===== src/rtl/tlb_pkg.sv =====
package tlb_pkg;
    parameter int VA_W   = 14;
    parameter int PA_W   = 12;
    parameter int OFF_W  = 6;
    parameter int WAYS   = 4;
    parameter int SETS   = 4;

    localparam int VPN_W = VA_W - OFF_W;
    localparam int PPN_W = PA_W - OFF_W;
    localparam int IDX_W = $clog2(SETS);
    localparam int TAG_W = VPN_W - IDX_W;
    localparam int WAY_W = $clog2(WAYS);

    typedef struct packed {
        logic             valid;
        logic [TAG_W-1:0] tag;
        logic [PPN_W-1:0] ppn;
    } entry_t;

    typedef struct packed {
        entry_t [SETS-1:0][WAYS-1:0] ent;
        logic   [SETS-1:0][WAY_W-1:0] ptr;
    } tlb_state_t;
endpackage


===== src/rtl/tlb_way_match.sv =====
module tlb_way_match
    import tlb_pkg::*;
(
    input  logic                   clk,
    input  logic                   rst_n,
    input  entry_t [WAYS-1:0]      set_ents,
    input  logic   [TAG_W-1:0]     tag,
    output logic   [WAYS-1:0]      match,
    output logic                   hit,
    output logic   [PPN_W-1:0]     ppn
);
    // Compare the tag against every way of the set in parallel.
    for (genvar w = 0; w < WAYS; w++) begin : g_cmp
        assign match[w] = set_ents[w].valid && (set_ents[w].tag == tag);
    end

    always_comb begin
        ppn = '0;
        for (int w = 0; w < WAYS; w++) begin
            ppn = ppn | (set_ents[w].ppn & {PPN_W{match[w]}});
        end
    end

    assign hit = |match;

    // a set never holds the same tag twice.
    a_r8_unique_match: assert property (@(posedge clk) disable iff (!rst_n)
        $onehot0(match));
endmodule


===== src/rtl/tlb_victim_sel.sv =====
module tlb_victim_sel
    import tlb_pkg::*;
(
    input  logic [WAYS-1:0]  valid,
    input  logic [WAYS-1:0]  match,
    input  logic [WAY_W-1:0] ptr,
    output logic [WAY_W-1:0] way,
    output logic             replace
);
    logic             any_free;
    logic [WAY_W-1:0] free_way;
    logic [WAY_W-1:0] match_way;

    always_comb begin
        any_free = 1'b0;
        free_way = '0;
        for (int w = WAYS - 1; w >= 0; w--) begin
            if (!valid[w]) begin
                any_free = 1'b1;
                free_way = WAY_W'(w);
            end
        end
    end

    always_comb begin
        match_way = '0;
        for (int w = 0; w < WAYS; w++) begin
            if (match[w]) match_way = WAY_W'(w);
        end
    end

    always_comb begin
        replace = 1'b0;
        if (|match) begin
            way = match_way;
        end else if (any_free) begin
            way = free_way;
        end else begin
            way     = ptr;
            replace = 1'b1;
        end
    end
endmodule


===== src/rtl/tlb_xlate.sv =====
module tlb_xlate
    import tlb_pkg::*;
(
    input  logic              clk,
    input  logic              rst_n,
    input  logic [VA_W-1:0]   lk_vaddr,
    output logic              lk_hit,
    output logic [PA_W-1:0]   lk_paddr,
    input  logic              fill_en,
    input  logic [VPN_W-1:0]  fill_vpn,
    input  logic [PPN_W-1:0]  fill_ppn,
    input  logic              flush
);
    tlb_state_t st_q, st_d;

    // Lookup path
    logic [IDX_W-1:0] lk_set;
    logic [TAG_W-1:0] lk_tag;
    logic [WAYS-1:0]  lk_match;
    logic             lk_any;
    logic [PPN_W-1:0] lk_ppn;

    assign lk_set = lk_vaddr[OFF_W +: IDX_W];
    assign lk_tag = lk_vaddr[OFF_W + IDX_W +: TAG_W];

    tlb_way_match i_lk_match (
        .clk      (clk),
        .rst_n    (rst_n),
        .set_ents (st_q.ent[lk_set]),
        .tag      (lk_tag),
        .match    (lk_match),
        .hit      (lk_any),
        .ppn      (lk_ppn)
    );

    assign lk_hit   = lk_any;
    assign lk_paddr = lk_any ? {lk_ppn, lk_vaddr[OFF_W-1:0]} : '0;

    // Fill path
    logic [IDX_W-1:0] fl_set;
    logic [TAG_W-1:0] fl_tag;
    logic [WAYS-1:0]  fl_match;
    logic             fl_any;
    logic [PPN_W-1:0] fl_ppn_unused;
    logic [WAYS-1:0]  fl_valid;
    logic [WAY_W-1:0] fl_way;
    logic             fl_replace;

    assign fl_set = fill_vpn[IDX_W-1:0];
    assign fl_tag = fill_vpn[VPN_W-1:IDX_W];

    tlb_way_match i_fl_match (
        .clk      (clk),
        .rst_n    (rst_n),
        .set_ents (st_q.ent[fl_set]),
        .tag      (fl_tag),
        .match    (fl_match),
        .hit      (fl_any),
        .ppn      (fl_ppn_unused)
    );

    for (genvar w = 0; w < WAYS; w++) begin : g_valid
        assign fl_valid[w] = st_q.ent[fl_set][w].valid;
    end

    tlb_victim_sel i_victim (
        .valid   (fl_valid),
        .match   (fl_match),
        .ptr     (st_q.ptr[fl_set]),
        .way     (fl_way),
        .replace (fl_replace)
    );

    always_comb begin
        st_d = st_q;
        if (flush) begin
            for (int s = 0; s < SETS; s++) begin
                st_d.ptr[s] = '0;
                for (int w = 0; w < WAYS; w++) begin
                    st_d.ent[s][w].valid = 1'b0;
                end
            end
        end else if (fill_en) begin
            st_d.ent[fl_set][fl_way].valid = 1'b1;
            st_d.ent[fl_set][fl_way].tag   = fl_tag;
            st_d.ent[fl_set][fl_way].ppn   = fill_ppn;
            if (fl_replace) begin
                st_d.ptr[fl_set] = st_q.ptr[fl_set] + WAY_W'(1);
            end
        end
    end

    always_ff @(posedge clk or negedge rst_n) begin
        if (!rst_n) st_q <= '0;
        else        st_q <= st_d;
    end

    // a miss drives a zero address.
    a_r5_miss_zero: assert property (@(posedge clk) disable iff (!rst_n)
        !lk_hit |-> (lk_paddr == '0));
    // the page offset passes through on a hit.
    a_r3_offset_kept: assert property (@(posedge clk) disable iff (!rst_n)
        lk_hit |-> (lk_paddr[OFF_W-1:0] == lk_vaddr[OFF_W-1:0]));
    // nothing hits in the cycle after a flush.
    a_r9_flush_clears: assert property (@(posedge clk) disable iff (!rst_n)
        flush |=> !lk_hit);
    // a replacement moves that set's pointer on by one.
    a_r7_ptr_step: assert property (@(posedge clk) disable iff (!rst_n)
        (fill_en && !flush && fl_replace) |=>
        (st_q.ptr[$past(fl_set)] == WAY_W'($past(st_q.ptr[fl_set]) + 1)));
    // a matching fill leaves the pointer alone.
    a_r8_ptr_hold: assert property (@(posedge clk) disable iff (!rst_n)
        (fill_en && !flush && fl_any) |=>
        (st_q.ptr[$past(fl_set)] == $past(st_q.ptr[fl_set])));
endmodule


===== config.mk =====
export PLATFORM = sky130hd
export DESIGN_NAME = tlb_xlate
export DESIGN_NICKNAME = d
export VERILOG_FILES = /design/src/rtl/tlb_pkg.sv /design/src/rtl/tlb_way_match.sv /design/src/rtl/tlb_victim_sel.sv /design/src/rtl/tlb_xlate.sv
export SDC_FILE = /design/constraint.sdc
export NUM_CORES = 1
export LEC_CHECK = 0
export BUFFER_PORTS_ARGS = -buffer_cell sky130_fd_sc_hd__buf_4
export CAP_MARGIN = 20
export CORE_MARGIN = 2
export CORE_UTILIZATION = 65
export CTS_BUF_LIST = sky130_fd_sc_hd__clkbuf_2 sky130_fd_sc_hd__clkbuf_4 sky130_fd_sc_hd__clkbuf_8
export DETAILED_ROUTE_END_ITERATION = 8
export PLACE_DENSITY = 0.83
export SLEW_MARGIN = 15
export SYNTH_ARGS = -nofsm -noshare
export SYNTH_HDL_FRONTEND = slang
export SYNTH_HIERARCHICAL = 1
export SYNTH_SLANG_ARGS = --single-unit

===== constraint.sdc =====
create_clock -name clk -period 3.6 [get_ports clk]
set_input_delay 0.36 -clock clk [delete_from_list [all_inputs] [get_ports clk]]
set_output_delay 0.36 -clock clk [all_outputs]
set_load 0.05 [all_outputs]

## Yosys cells after proc, flatten, opt, wreduce, memory -nomap -nowiden

Cells that the tools add are included.

| storage, ports and cells | value |
|---|---|
| bits of input ports | 32 |
| register bits | 216 |
| word-level logic and storage cells | 149 |

| operators by class | value |
|---|---|
| reduce and logical (&&, ||, !) cells | 16 |
| magnitude comparators | 5 |
| add/sub/neg operators | 1 |
| equality and inequality tests | 8 |
| multiplexer cells | 59 |
| bitwise operators | 8 |

Operators with widths:

| cell | number |
|---|---|
| $bwmux 208 | 3 |
| $demux 52 s2 | 3 |
| $mux 52 | 5 |
| $mux 216 | 1 |
| $bmux 52 s2 | 2 |
| $demux 13 s2 | 3 |
| $eq 6x6->1 | 8 |
| $and 6x6->6 | 4 |
| $mux 12 | 2 |
| $mux 1 | 23 |
| $mux 2 | 10 |
| $or 6x6->6 | 3 |
| $mux 8 | 2 |
| $mux 13 | 1 |
| $logic_and 1x1->1 | 10 |
| $lt 2x3->1 const B | 3 |
| $bwmux 8 | 1 |
| $reduce_or 4->1 | 2 |
| $mux 6 | 1 |
| $bmux 2 s2 | 1 |
| $demux 2 s2 | 1 |
| $ge 2x1->1 const B | 2 |
| $reduce_and 2->1 | 2 |
| $reduce_bool 2->1 | 2 |
| 2 further kinds | 2 |

## Longest topological paths before layout

| depth | value |
|---|---|
| depth in word-level cells | 19 |
| mapped depth | 16 |
| mapped depth without buffers | 11 |

## Cells and area by module

The synthesis kept the hierarchy.

By module, submodules not included:

| module | cells each | area an instance (sq um) | instances |
|---|---|---|---|
| tlb_xlate | 666 | 10,929.2 | 1 |
| tlb_way_match | 102 | 640.6 | 2 |
| tlb_victim_sel | 13 | 108.9 | 1 |

## Least setup slack after synthesis

No wires, ideal clock.

| path | value |
|---|---|
| path type | in2reg |
| from | in fill_vpn[0] |
| to | reg st_q[152] in the netlist's numbering |
| data arrival time | 3.556 ns |
| path buffers | 3 |
| stages on the path | 13 |
| path slack | -0.081 ns |
| cell sequence | buf_2 buf_2 mux4_2 xor2_1 nand4b_1 inv_1 nor2b_4 nand3b_4 o21ai_0 and4b_1 and2_1 buf_2 mux2_2 |

RTL lines:

| element | RTL line | source |
|---|---|---|
| start: declaration | tlb_xlate.sv:10 | `input logic [VPN_W-1:0] fill_vpn,` |
| $bmux 52 s2 (*) | tlb_xlate.sv:55 | `.set_ents (st_q.ent[fl_set]),` |
| $mux 52 (implied by the code) (*) | tlb_xlate.sv:55 |  |
| $eq 6x6->1 | tlb_way_match.sv:14 | `assign match[w] = set_ents[w].valid && (set_ents[w].tag == tag);` |
| $logic_and 1x1->1 (*) | tlb_way_match.sv:14 |  |
| net fl_match[0] | tlb_xlate.sv:42 | `logic [WAYS-1:0] fl_match;` |
| $reduce_or 4->1 (*) | tlb_victim_sel.sv:34 | `if (\|match) begin` |
| $mux 2 (*) | tlb_victim_sel.sv:34 |  |
| net fl_way[1] | tlb_xlate.sv:46 | `logic [WAY_W-1:0] fl_way;` |
| $lt 2x3->1 (implied by the code) or $ge 2x1->1 (tied branches) | tlb_xlate.sv:86 | `st_d.ent[fl_set][fl_way].ppn = fill_ppn;` |
| $logic_and 1x1->1 (implied by the code) | tlb_xlate.sv:86 |  |
| $mux 6 (implied by the code) | tlb_xlate.sv:86 |  |
| $demux 13 s2 | tlb_xlate.sv:86 |  |
| $mux 52 (implied by the code) | tlb_xlate.sv:86 |  |
| $demux 52 s2 | tlb_xlate.sv:86 |  |
| $bwmux 208 (*) | tlb_xlate.sv:86 |  |
| end signal: assignment | tlb_xlate.sv:95 | `else st_q <= st_d;` |
| end: declaration | tlb_xlate.sv:14 | `tlb_state_t st_q, st_d;` |

The timed path passes the listed nets; every way through them passes the cells marked *. The select of a mux whose other input is x is not followed.
A chain may end at the register's enable or synchronous reset.

## Worst setup path in the final report

| path | value |
|---|---|
| from | reg st_q[186] in the netlist's numbering |
| to | reg st_q[162] in the netlist's numbering |

RTL lines:

| element | RTL line | source |
|---|---|---|
| $bmux 52 s2 (*) | tlb_xlate.sv:55 |  |
| $mux 52 (implied by the code) (*) | tlb_xlate.sv:55 |  |
| $eq 6x6->1 (*) | tlb_way_match.sv:14 |  |
| $logic_and 1x1->1 (*) | tlb_way_match.sv:14 |  |
| net fl_match[1] | tlb_xlate.sv:42 |  |
| $reduce_or 4->1 (*) | tlb_victim_sel.sv:34 |  |
| $mux 2 (*) | tlb_victim_sel.sv:34 |  |
| net fl_way[1] | tlb_xlate.sv:46 |  |
| $lt 2x3->1 (implied by the code) or $ge 2x1->1 (tied branches) | tlb_xlate.sv:85 | `st_d.ent[fl_set][fl_way].tag = fl_tag;` |
| $logic_and 1x1->1 (implied by the code) | tlb_xlate.sv:85 |  |
| $mux 12 (implied by the code) | tlb_xlate.sv:85 |  |
| $demux 13 s2 | tlb_xlate.sv:85 |  |
| $mux 52 (implied by the code) | tlb_xlate.sv:85 |  |
| $demux 52 s2 | tlb_xlate.sv:85 |  |
| $bwmux 208 | tlb_xlate.sv:85 |  |
| $bwmux 208 (*) | tlb_xlate.sv:86 |  |

Marked as above.

==> impl_metrics.env <==
export IMPL_areaGrowthSynthToFinish_pct=14.0
export IMPL_utilization=0.758
export IMPL_status="finished, final reports clean"
export IMPL_fin_skew_ps=29.7
export IMPL_drc=0
export IMPL_wirelength_um=27900
export IMPL_syn_inst=793
export IMPL_gp_congestion=0.916
export IMPL_pin_count=45
export IMPL_hp_class="input port to flop"
export IMPL_dr_total_vias=7412
export IMPL_regMostFlops="st_q"
export IMPL_row_count=48
export IMPL_required_ps=3990
export IMPL_cts_root_buf="clkbuf_8"
export IMPL_cts_tree="yes"
export IMPL_pwr_share_comb=0.155
export IMPL_switching_power_mw=1.60
export IMPL_synth_area_um2=11500
export IMPL_yosys_warnings=6
export IMPL_die_w_um=137
export IMPL_vdd_ir_drop_worst_mv=0.332
export IMPL_rsz0062_at_grt="no"
export IMPL_syn_num_nets=825
export IMPL_cts_sinks=216
export IMPL_slew_headroom=0.412
export IMPL_start_util=0.665
export IMPL_finalSetupViolations=0
export IMPL_core_um2=17200
export IMPL_ant_nets=0
export IMPL_antenna_found_initial=2
export IMPL_rrSetupSlack_ps=180
export IMPL_drtIter0Drc=675
export IMPL_max_slew_worst_pin_slew_ps=882
export IMPL_grt_pass1_wl_um=44200
export IMPL_wl_per_cell_um=25.0
export IMPL_start_kind="flop"
export IMPL_final_setup_worst_slack_ps=181
export IMPL_clkTransAtPathRegs_ps=70
export IMPL_grt_ovfl_total=0
export IMPL_pre_cts_ws_ps=-16.5
export IMPL_maxCapViolCount=0
export IMPL_slew_viol_final=0
export IMPL_first_pass_iters=5
export IMPL_fin_crit_sh=0.950
export IMPL_grt_max_degree=108
export IMPL_h_tree_depth=2
export IMPL_io_buffers=44
export IMPL_cp_arrival_ps=3810
export IMPL_min_period_ps=3420
export IMPL_p_int_mw=4.51
export IMPL_nNetsFinal=894
export IMPL_power_mw=6.11
export IMPL_cpMaxStageDelayCell="o21ai_0"
export IMPL_swShare=0.263
export IMPL_avgSynthCellArea_um2=14.4
export IMPL_reg_top3="st_q: 216 flops"
export IMPL_pwr_share_seq=0.467
export IMPL_cts_inserted_buffers=37
export IMPL_path_max_fanout=12
export IMPL_grt_pass1_vias=7871
export IMPL_max_stage_delay_ps=500
export IMPL_grt_total_usage=0.317
export IMPL_drive_above_1_share=0.504
export IMPL_die_y_um=137
export IMPL_clkLatencyLatePin_ps=530
export IMPL_avgViaCountPerCell=6.64
export IMPL_ctsLongestPathBuffers=3
export IMPL_end_kind="flop"
export IMPL_largest_reg_flops=216
export IMPL_place_detailed_hpwl_um=18300
export IMPL_leakage_nw=6.19
export IMPL_finalHoldViolCount=0
export IMPL_crit_path_cell_trace="mux4_2, xor2_1, nor3_4, nand4_2, inv_1, nand3b_4, o21ai_0, and4b_1, and2_1, buf_12, mux2_2"
export IMPL_dieArea_um2=18700
export IMPL_fmax_mhz=293
export IMPL_power_density_nw_per_um2=468
export IMPL_path_class="flop to flop"
export IMPL_p_clk_frac=0.378
==> what timing repair did <==
item / 4_1_cts / 5_1_grt
hold buffers: 1 / 0
setup buffers: 0 / 0
gates resized for setup: 0 / 0
hold endpoints to repair: 47 / 0
==> power by group through the flow <==
stage | Clock [mW] | Combinational (mW) | Sequential [mW]
after global routing | 2.45 | 1.02 | 2.88
after detailed placement | 0 | 0.945 | 2.89
final | 2.31 | 0.949 | 2.85
after CTS | 2.33 | 0.953 | 2.85
after global placement | 0 | 0.903 | 2.85
after floorplan | 0 | 0.666 | 2.82
==> metrics by stage <==
| step | setup TNS [ps] | hold WS (ps) | std cells | instance area (µm²) |
|---|---|---|---|---|
| floorplan | -6.00 | 64.4 | 793 | 11500 |
| global placement | 0 | 469 | 1047 | 12300 |
| detailed placement | -40.0 | 476 | 1047 | 12300 |
| CTS | 0 | 204 | 1114 | 13100 |
| global route | 0 | 226 | 1116 | 13100 |
| finish | 0 | 221 | 1116 | 13100 |
==> final cells by class <==
type | count | area [µm²]
clock buffers | 62 | 747
flip-flops and latches | 216 | 5410
diodes | 2 | 5.00
multi-input cells | 493 | 5650
well taps | 225 | 282
repair buffers | 91 | 855
clock inverters | 4 | 23.8
inverters | 23 | 86.3
fillers | 1051 | 4180
==> routing by layer <==
layer	global-route usage	share of wire
met5	0	0
met4	0.135	0.037
met3	0.0504	0.061
met2	0.511	0.51
met1	0.434	0.40
==> worst paths after layout <==
path,from,end,cells after the start
max,st_q[186],st_q[162],11
min reg2reg,st_q[115],st_q[115],1
max reg2reg,st_q[186],st_q[162],11
min in group asynchronous,rst_n,st_q[187],2
min,flush,st_q[0],2
max in group asynchronous,rst_n,st_q[122],3
==> worst max-delay path, delay by kind of cell, from the launching register on <==
family,cells,cell delay [ps]
flip-flops,1,400
buffers and inverters,2,270
AND/OR/NAND/NOR,5,1000
AO/OA/AOI/OAI,1,500
multiplexers,2,830
XOR/XNOR,1,260
==> cell usage in the layout (no fill, tap or decap), types with 12 or more instances in the layout <==
| cell | instances |
|---|---|
| dfrtp_1 | 216 |
| mux2_2 | 155 |
| mux4_2 | 82 |
| buf_4 | 76 |
| xor2_1 | 46 |
| clkbuf_8 | 46 |
| nor2_1 | 28 |
| mux2_4 | 27 |
| nand2_1 | 23 |
| inv_1 | 23 |
| nand3_1 | 18 |
| clkbuf_4 | 17 |
| buf_12 | 13 |
| and3_1 | 12 |
| o21ai_0 | 12 |
No activity file was read; power rests on OpenSTA's default activity.
